`config.mk`:
```
export PLATFORM = sky130hd
export DESIGN_NAME = burst_master
export DESIGN_NICKNAME = d
export VERILOG_FILES = /design/src/rtl/bm_pkg.sv /design/src/rtl/bm_fifo.sv /design/src/rtl/bm_tenure.sv /design/src/rtl/bm_stats.sv /design/src/rtl/burst_master.sv
export SDC_FILE = /design/constraint.sdc
export NUM_CORES = 1
export LEC_CHECK = 0
export BUFFER_PORTS_ARGS = -buffer_cell sky130_fd_sc_hd__buf_4
export CAP_MARGIN = 20
export CORE_UTILIZATION = 25
export DETAILED_ROUTE_END_ITERATION = 10
export SLEW_MARGIN = 10
export SYNTH_ARGS = -nofsm -noshare
export SYNTH_HDL_FRONTEND = slang
export SYNTH_SLANG_ARGS = --single-unit
export TNS_END_PERCENT = 100
```
`constraint.sdc`:
```
create_clock -name clk -period 4.62 [get_ports clk]
set_input_delay 1.386 -clock clk [delete_from_list [all_inputs] [get_ports clk]]
set_output_delay 1.386 -clock clk [all_outputs]
set_load 0.02 [all_outputs]
```
`src/rtl/bm_pkg.sv`:
```
package bm_pkg;
    localparam int WORD_W         = 32;
    localparam int BYTES_PER_WORD = WORD_W / 8;

    typedef enum logic [2:0] {
        ST_IDLE,
        ST_REQ,
        ST_ADDR,
        ST_DATA,
        ST_TURN
    } bus_state_t;

    typedef struct packed {
        logic req;
        logic frame;
        logic irdy;
    } bus_ctl_t;

    function automatic bus_ctl_t ctl_of(input bus_state_t s);
        bus_ctl_t c;
        c.req   = (s == ST_REQ);
        c.frame = (s == ST_ADDR) || (s == ST_DATA);
        c.irdy  = (s == ST_DATA);
        return c;
    endfunction
endpackage

```
`src/rtl/bm_fifo.sv`:
```
module bm_fifo #(
    parameter int W     = 32,
    parameter int DEPTH = 32
) (
    input  logic                     clk,
    input  logic                     rst,
    input  logic                     push,
    input  logic [W-1:0]             din,
    input  logic                     pop,
    output logic [W-1:0]             dout,
    output logic [$clog2(DEPTH):0]   count,
    output logic                     full,
    output logic                     empty
);
    localparam int AW = $clog2(DEPTH);
    localparam logic [AW-1:0] LAST_IDX = AW'(DEPTH - 1);

    logic [W-1:0]  mem [DEPTH];
    logic [AW-1:0] rd_ptr, wr_ptr;
    logic          push_ok, pop_ok;

    assign full    = (count == (AW+1)'(DEPTH));
    assign empty   = (count == '0);
    assign push_ok = push && !full;
    assign pop_ok  = pop && !empty;
    assign dout    = mem[rd_ptr];

    always_ff @(posedge clk) begin
        if (push_ok) mem[wr_ptr] <= din;
    end

    always_ff @(posedge clk) begin
        if (rst) begin
            rd_ptr <= '0;
            wr_ptr <= '0;
            count  <= '0;
        end else begin
            if (push_ok) wr_ptr <= (wr_ptr == LAST_IDX) ? '0 : wr_ptr + 1'b1;
            if (pop_ok)  rd_ptr <= (rd_ptr == LAST_IDX) ? '0 : rd_ptr + 1'b1;
            case ({push_ok, pop_ok})
                2'b10:   count <= count + 1'b1;
                2'b01:   count <= count - 1'b1;
                default: count <= count;
            endcase
        end
    end


    fifo_bound_chk: assert property (@(posedge clk) disable iff (rst)
        count <= (AW+1)'(DEPTH));


    pop_on_empty_chk: assert property (@(posedge clk) disable iff (rst)
        pop |-> !empty);
endmodule

```
`src/rtl/bm_tenure.sv`:
```
module bm_tenure #(
    parameter int LAT_W     = 8,
    parameter int LAT_RESET = 32
) (
    input  logic             clk,
    input  logic             rst,
    input  logic             cfg_we,
    input  logic [LAT_W-1:0] cfg_val,
    input  logic             start,
    input  logic             run,
    output logic             last
);
    localparam logic [LAT_W-1:0] LAT_MIN = LAT_W'(2);
    localparam logic [LAT_W:0]   ONE     = (LAT_W+1)'(1);

    logic [LAT_W-1:0] lat_q, lat_act, tcnt;
    logic [LAT_W:0]   used_after;

    always_ff @(posedge clk) begin
        if (rst)         lat_q <= LAT_W'(LAT_RESET);
        else if (cfg_we) lat_q <= (cfg_val < LAT_MIN) ? LAT_MIN : cfg_val;
    end

    always_ff @(posedge clk) begin
        if (rst) begin
            lat_act <= LAT_W'(LAT_RESET);
            tcnt    <= '0;
        end else if (start) begin
            lat_act <= lat_q;
            tcnt    <= LAT_W'(1);
        end else if (run) begin
            tcnt    <= tcnt + 1'b1;
        end
    end

    assign used_after = {1'b0, tcnt} + ONE;
    assign last       = run && (used_after >= {1'b0, lat_act});


    tenure_cap_chk: assert property (@(posedge clk) disable iff (rst)
        run |-> (tcnt < lat_act));


    lat_floor_chk: assert property (@(posedge clk) disable iff (rst)
        lat_act >= LAT_MIN);
endmodule

```
`src/rtl/bm_stats.sv`:
```
module bm_stats #(
    parameter int BYTE_CNT_W = 32,
    parameter int PRE_W      = 16,
    parameter int STEP       = 4
) (
    input  logic                  clk,
    input  logic                  rst,
    input  logic                  phase_done,
    input  logic                  preempt,
    output logic [BYTE_CNT_W-1:0] bytes_total,
    output logic [PRE_W-1:0]      preempt_cnt
);
    always_ff @(posedge clk) begin
        if (rst) begin
            bytes_total <= '0;
            preempt_cnt <= '0;
        end else begin
            if (phase_done) bytes_total <= bytes_total + BYTE_CNT_W'(STEP);
            if (preempt)    preempt_cnt <= preempt_cnt + 1'b1;
        end
    end
endmodule

```
`src/rtl/burst_master.sv`:
```
module burst_master
    import bm_pkg::*;
#(
    parameter int FIFO_BYTES = 128,
    parameter int LAT_W      = 8,
    parameter int LAT_RESET  = 32,
    parameter int BYTE_CNT_W = 32,
    parameter int PRE_W      = 16,
    localparam int DEPTH     = FIFO_BYTES / BYTES_PER_WORD,
    localparam int CW        = $clog2(DEPTH) + 1
) (
    input  logic                  clk,
    input  logic                  rst,
    input  logic                  wr_valid,
    input  logic [WORD_W-1:0]     wr_data,
    output logic                  wr_ready,
    input  logic                  flush,
    input  logic [CW-1:0]         thr_words,
    input  logic                  addr_load,
    input  logic [WORD_W-1:0]     addr_in,
    input  logic                  lat_we,
    input  logic [LAT_W-1:0]      lat_val,
    input  logic                  gnt,
    input  logic                  trdy,
    output logic                  req,
    output logic                  frame,
    output logic                  irdy,
    output logic [WORD_W-1:0]     ad,
    output logic [BYTE_CNT_W-1:0] bytes_total,
    output logic [PRE_W-1:0]      preempt_cnt
);
    bus_state_t        st_q, st_d;
    bus_ctl_t          ctl;
    logic [CW-1:0]     lvl;
    logic              full, empty;
    logic [WORD_W-1:0] head;
    logic [WORD_W-1:0] addr_q;
    logic              flush_q, resume_q;
    logic              push_ok, in_addr, in_data, phase_done;
    logic              last_word, timer_last, preempt, want_bus;

    assign push_ok    = wr_valid && !full;
    assign wr_ready   = !full;
    assign in_addr    = (st_q == ST_ADDR);
    assign in_data    = (st_q == ST_DATA);
    assign phase_done = in_data && trdy;
    assign last_word  = phase_done && (lvl == CW'(1)) && !push_ok;
    assign want_bus   = !empty &&
                        (flush_q || ((thr_words != '0) && (lvl >= thr_words)));

    bm_fifo #(.W(WORD_W), .DEPTH(DEPTH)) u_fifo (
        .clk   (clk),
        .rst   (rst),
        .push  (push_ok),
        .din   (wr_data),
        .pop   (phase_done),
        .dout  (head),
        .count (lvl),
        .full  (full),
        .empty (empty)
    );

    bm_tenure #(.LAT_W(LAT_W), .LAT_RESET(LAT_RESET)) u_tenure (
        .clk     (clk),
        .rst     (rst),
        .cfg_we  (lat_we),
        .cfg_val (lat_val),
        .start   (in_addr),
        .run     (in_data),
        .last    (timer_last)
    );

    bm_stats #(.BYTE_CNT_W(BYTE_CNT_W), .PRE_W(PRE_W), .STEP(BYTES_PER_WORD)) u_stats (
        .clk         (clk),
        .rst         (rst),
        .phase_done  (phase_done),
        .preempt     (preempt),
        .bytes_total (bytes_total),
        .preempt_cnt (preempt_cnt)
    );

    always_comb begin
        st_d    = st_q;
        preempt = 1'b0;
        unique case (st_q)
            ST_IDLE: if (want_bus) st_d = ST_REQ;
            ST_REQ:  if (gnt)      st_d = ST_ADDR;
            ST_ADDR:               st_d = ST_DATA;
            ST_DATA: begin
                if (last_word) begin
                    st_d = ST_TURN;
                end else if (timer_last) begin
                    st_d    = ST_TURN;
                    preempt = 1'b1;
                end
            end
            ST_TURN: st_d = resume_q ? ST_REQ : ST_IDLE;
            default: st_d = ST_IDLE;
        endcase
    end

    always_ff @(posedge clk) begin
        if (rst) begin
            st_q     <= ST_IDLE;
            resume_q <= 1'b0;
            flush_q  <= 1'b0;
            addr_q   <= '0;
        end else begin
            st_q    <= st_d;
            flush_q <= flush || (flush_q && !empty);
            if (in_data) resume_q <= preempt;
            if ((st_q == ST_IDLE) && addr_load)
                addr_q <= addr_in;
            else if (phase_done)
                addr_q <= addr_q + WORD_W'(BYTES_PER_WORD);
        end
    end

    assign ctl   = ctl_of(st_q);
    assign req   = ctl.req;
    assign frame = ctl.frame;
    assign irdy  = ctl.irdy;
    assign ad    = in_addr ? addr_q : (in_data ? head : '0);


    irdy_in_frame_chk: assert property (@(posedge clk) disable iff (rst)
        irdy |-> frame);


    addr_after_gnt_chk: assert property (@(posedge clk) disable iff (rst)
        (frame && !irdy) |-> $past(req && gnt));


    turn_gap_chk: assert property (@(posedge clk) disable iff (rst)
        $fell(frame) |=> (!frame && !irdy));


    turn_no_req_chk: assert property (@(posedge clk) disable iff (rst)
        $fell(frame) |-> !req);


    req_has_data_chk: assert property (@(posedge clk) disable iff (rst)
        req |-> !empty);
endmodule

```
-- Word level (Yosys, flattened, before mapping)
Memories as Yosys holds them, arrays and structs flattened. A register that Yosys moved wholly into a read port is not among the register bits.
Cells that the tools add are included.
- $add $sub $neg: 9
- $mul: 0
- div/mod/pow operators: 0
- magnitude comparators: 3
- equality and inequality tests: 13
- shift operators: 0
- multiplexer cells: 23
- bitwise gates (word level): 0
- reduce and logical (&&, ||, !) cells: 25
- operators by type and width (cell ; count):
    $mux W32 ; 4
    $add A32 B3 Y32 const B ; 2
    $mux W5 ; 4
    $add A16 B1 Y16 const B ; 1
    $pmux W3 S5 ; 1
    $mux W3 ; 4
    $pmux W6 S2 ; 1
    $logic_and A1 B1 Y1 ; 11
    $add A5 B1 Y5 const B ; 2
    $eq A5 B5 Y1 const B ; 2
    $add A8 B1 Y9 const B ; 1
    $ge A9 B8 Y1 ; 1
    $add A8 B1 Y8 const B ; 1
    $lt A8 B2 Y1 const B ; 1
    $mux W1 ; 8
    $mux W8 ; 1
    $add A6 B1 Y6 const B ; 1
    $eq A3 B2 Y1 const B ; 2
    $eq A6 B1 Y1 const B ; 1
    $eq A6 B6 Y1 const B ; 1
    $ge A6 B6 Y1 ; 1
    $logic_not A6 Y1 ; 1
    $reduce_bool A2 Y1 ; 3
    $reduce_bool A6 Y1 ; 1
    other kinds (12) ; 17
- register bits after elaboration: 125
- latch bits: 0
- memory bits (writable): 1024
- bits in read-only memories: 0
- input bits: 86
- output and inout port bits: 84
- word-level logic and storage cells: 87
- memories kept: 1
- memories (name ; words ; bits a word ; read ports ; clocked after memory_dff ; wr ports ; RTL line ; source):
    u_fifo.mem ; 32 ; 32 ; 1 ; 1 ; 1 ; bm_fifo.sv:18 ; logic [W-1:0] mem [DEPTH];

-- Depth between registers and ports, before layout
- depth after elaboration: 7
- mapped depth: 13
- gate-level depth less buffers: 11

-- Cells and area by module
A second synthesis with hierarchy kept.
- cell total of the unflattened synthesis: 2780
- area, all modules: 46373.2 µm²
- modules (own cells, without submodules) (module ; times used ; cells an instance ; area an instance (µm²) ; seq. area each (µm²)):
    bm_fifo ; 1 ; 2060 ; 40417.5 ; 31169.9
    burst_master ; 1 ; 334 ; 2606.2 ; 740.7
    bm_stats ; 1 ; 253 ; 2149.6 ; 920.9
    bm_tenure ; 1 ; 133 ; 1199.9 ; 480.5

-- Least setup slack after synthesis
Ideal clock, no wire load.
- kind: input-to-reg
- from: input wr_valid
- to: memory u_fifo.mem[28][0] (enable)
- library setup time: 0.421 ns
- data arrival time: 3.174 ns
- data required time: 4.199 ns
- setup slack: 1.024 ns
- cell stages on the path: 4
- path buffers: 1
- cell sequence: and2_1 -> buf_2 -> nand2_1 -> nor2_1
- cells in the longest elaborated chain, start to end: 4
- RTL lines (element ; RTL line ; source):
    start, declared ; burst_master.sv:14 ; input logic wr_valid,
    $logic_and A1 B1 Y1 ; burst_master.sv:42 ; assign push_ok = wr_valid && !full;
    $logic_and A1 B1 Y1 ; bm_fifo.sv:24 ; assign push_ok = push && !full;
    $mux W1 ; bm_fifo.sv:29 ; if (push_ok) mem[wr_ptr] <= din;
    $mux W1 (implied by the code) ; bm_fifo.sv:29 ;
    end, declared ; bm_fifo.sv:18 ;
No other way between the ends.

==> results.json <==
{
  "status": "finished with violations",
  "violations": "setup timing",
  "hold_viol_final": 0,
  "wl_per_cell_um": 24.0,
  "leakagePower_nw": 16.8,
  "grt_max_degree": 79,
  "netlist_top_cells_area": "edfxtp_1 (67%), mux4_2 (13%), dfxtp_1 (5.6%), mux2i_1 (1.6%), o211ai_1 (1.1%)",
  "drc": 0,
  "die_x_um": 430,
  "yosysWarnings": 0,
  "crit_required_ps": 3230,
  "path_max_fanout": 9,
  "worst_pin_slew_ps": 946,
  "io_pins": 170,
  "slew_headroom_pct": 36.6,
  "fin_cells": 5199,
  "die_h_um": 430,
  "fmax_ghz": 0.216,
  "htreeDepth": 3,
  "synth_top_area_share_pct": 67.3,
  "yosysSeqAreaShare_pct": 72.9,
  "numPortBuffers": 167,
  "rsz0062_at_grt": "yes",
  "drt_pass1_iterations": 5,
  "area_growth_syn_to_layout_pct": 20.4,
  "start_kind": "flop",
  "placedInstanceArea_um2": 50800,
  "rows": 156,
  "synthCells": 2446,
  "ys.flop_type": "edfxtp_1",
  "first_global_vias": 24253,
  "async_flop_share_pct": 0,
  "finalSetupViolations": 2,
  "post-route-util_pct": 30.4,
  "clockRootBuffer": "clkbuf_16",
  "drive_gt1_share_pct": 28.9,
  "syn_area_um2": 45700,
  "worstPathArrival_ps": 3240,
  "cts_made_buffers": 111,
  "crit_type": "flop to output port",
  "cts_tree": "built",
  "clkTransAtPathRegs_ps": 60,
  "avgSynthCellArea_um2": 18.7,
  "vias": 24206,
  "clock_latency_ps": 750,
  "place_ws_ps": 183,
  "viasPerCell": 4.66,
  "first_iter_violations": 2125,
  "gr-usage-all-layers_pct": 13.3,
  "overflow": 0,
  "clkSinkCount": 1152,
  "hold_path_class": "flop to flop",
  "synth_area_leader_cell": "edfxtp_1",
  "whs_ps": 462,
  "synth_seq_cells": 1152,
  "drt-total-wl_um": 125000,
  "final_antenna_net_count": 0,
  "fp.coreArea_um2": 181000,
  "cts_buffer_depth": 3,
  "placed_cells": 4956,
  "power_density_nw_per_um2": 384,
  "layout.nets": 2848,
  "multi_input_area_um2": 12000,
  "synth_cell_types": 65,
  "maxSlewViolCount": 0,
  "grt_pass1_wl_um": 178000,
  "start_util_pct": 25.2,
  "layout_min_cycle_time_ps": 4630,
  "n_antenna_cell": 0,
  "ctsHoldBuffers": 0,
  "fin_ws_ps": -9.22,
  "ir_worst_vdd_mv": 0.281,
  "cap_violations": 0,
  "gp_congestion": 0.755,
  "dp_hpwl_um": 73300,
  "fin_crit_sh_pct": 100,
  "dieArea_um2": 185000,
  "fillerInstances": 17551,
  "endpoint_kind": "output port",
  "fin_skew_ps": 49.6,
  "synth-edff-count": 1024,
  "register_area_um2": 33300,
  "antenna_found_initial": 16,
  "design_area_um2": 55000
}
## layout make-up
cell class / count / share of cell area (%)
timing repair buffer: 310 / 5.62
multi-input combinational: 1124 / 21.8
clock buffer: 135 / 5.21
clock inverter: 74 / 1.24
inverter: 34 / 0.232
sequential: 1152 / 60.5
tap: 2370 / 5.39
## state kept, by name, summed over array words and instances, names as in the netlist, 6 cells and up, named ones only
name                 cells
addr_q                  32
u_fifo.count             6
u_fifo.mem            1024
u_stats.bytes_total     30
u_stats.preempt_cnt     16
u_tenure.lat_act         8
u_tenure.lat_q           8
u_tenure.tcnt            8
## worst paths after layout
path                       startpoint             endpoint  slack (ps)  cells past startpoint
setup / recovery                 flop               ad[18]          -9                      7
hold / removal    u_tenure.lat_act[6]  u_tenure.lat_act[6]         460                      2
setup reg to reg      u_fifo.count[3]      u_fifo.count[5]        1490                     10
hold reg to reg   u_tenure.lat_act[6]  u_tenure.lat_act[6]         460                      2
## repair_timing
action / in CTS / in global routing
resized for setup: 27 / 5
endpoints found under the setup margin: 32 / 14
pin swaps: 13 / 8
setup buffers: 21 / 5
cloned: 10 / 0
## layout by cell type, fill, tap and decap left out, types with 28 or more instances in the layout
master and n:
a21oi_1 51, ha_1 29, nor2_4 34, buf_4 259, dfxtp_1 124, o211ai_1 66, mux2_2 29, mux4_2 256
nand3_1 33, mux2i_1 74, nand2_1 97, a211oi_1 28, buf_12 29, nor2b_1 35, xnor2_1 31, xor2_1 32
edfxtp_1 1024, inv_1 33, nor2_1 96, clkbuf_16 111
## power breakdown
part / total [mW] / switching, mW / internal (mW)
clock network: 8.93 / 4.04 / 4.90
registers: 11.5 / 0.105 / 11.4
logic: 0.665 / 0.438 / 0.227
## cell families after synthesis
family	after synthesis	share of synthesized area (%)
adder cells (fa/ha/maj)	29	0.794
AND/OR/NAND/NOR	432	4.77
buffers and inverters	171	1.70
multiplexers	362	15.0
flip-flops	1152	72.9
other	1	0.00820
XOR/XNOR	63	1.21
AO/OA/AOI/OAI	236	3.61
## worst max-delay path, stage by stage, from the launching register on
cell and delay (ps):
dfxtp_4 400, buf_12 180, buf_16 160, buf_4 120, mux4_2 490, a221oi_1 630, o211ai_1 280, buf_4 230
## synth_stat cells (2+ instances only)
cell      instances
nor2b_1          35
a21oi_1          51
a31oi_1           4
buf_6             6
or4_1            15
a221oi_1         32
or3_1            11
inv_1            33
nand4b_1          3
or4b_2            2
and2_1            7
mux4_2          256
nor3_1           21
nand4_1          18
o211ai_1         66
buf_1            12
nand3_1          33
a211o_1           4
buf_4            14
nor4_1           12
mux2_2           32
ha_1             29
and4_1           11
a211oi_1         28
a21o_1            2
mux2i_1          74
nand2_1          98
or4b_1            2
o31ai_1          12
clkbuf_1         74
o21ai_0          21
nand4_2           2
nor3b_1           3
and3_1           13
nand3b_1          6
edfxtp_1       1024
o21bai_1          2
nor2_1          130
buf_2            31
a311oi_1          2
xnor2_1          31
dfxtp_1         128
nand2b_1          3
xor2_1           32
## per-layer routing
| layer | routed length, µm | global-route usage (%) | up-vias |
|---|---|---|---|
| met5 | 174 | 0 | - |
| met4 | 4920 | 5.46 | 30 |
| met3 | 8710 | 3.05 | 222 |
| met1 | 50900 | 16.8 | 12609 |
| met2 | 60300 | 21.9 | 815 |
| li1 | - | - | 10530 |
## metrics by stage
stage	TNS [ps]	power, mW
after floorplan	0	12.0
after global placement	0	12.4
after global routing	-282	21.7
final	-11.1	21.1
after CTS	-371	21.3
after detailed placement	0	12.4
Power figures use the tool's default switching activity.
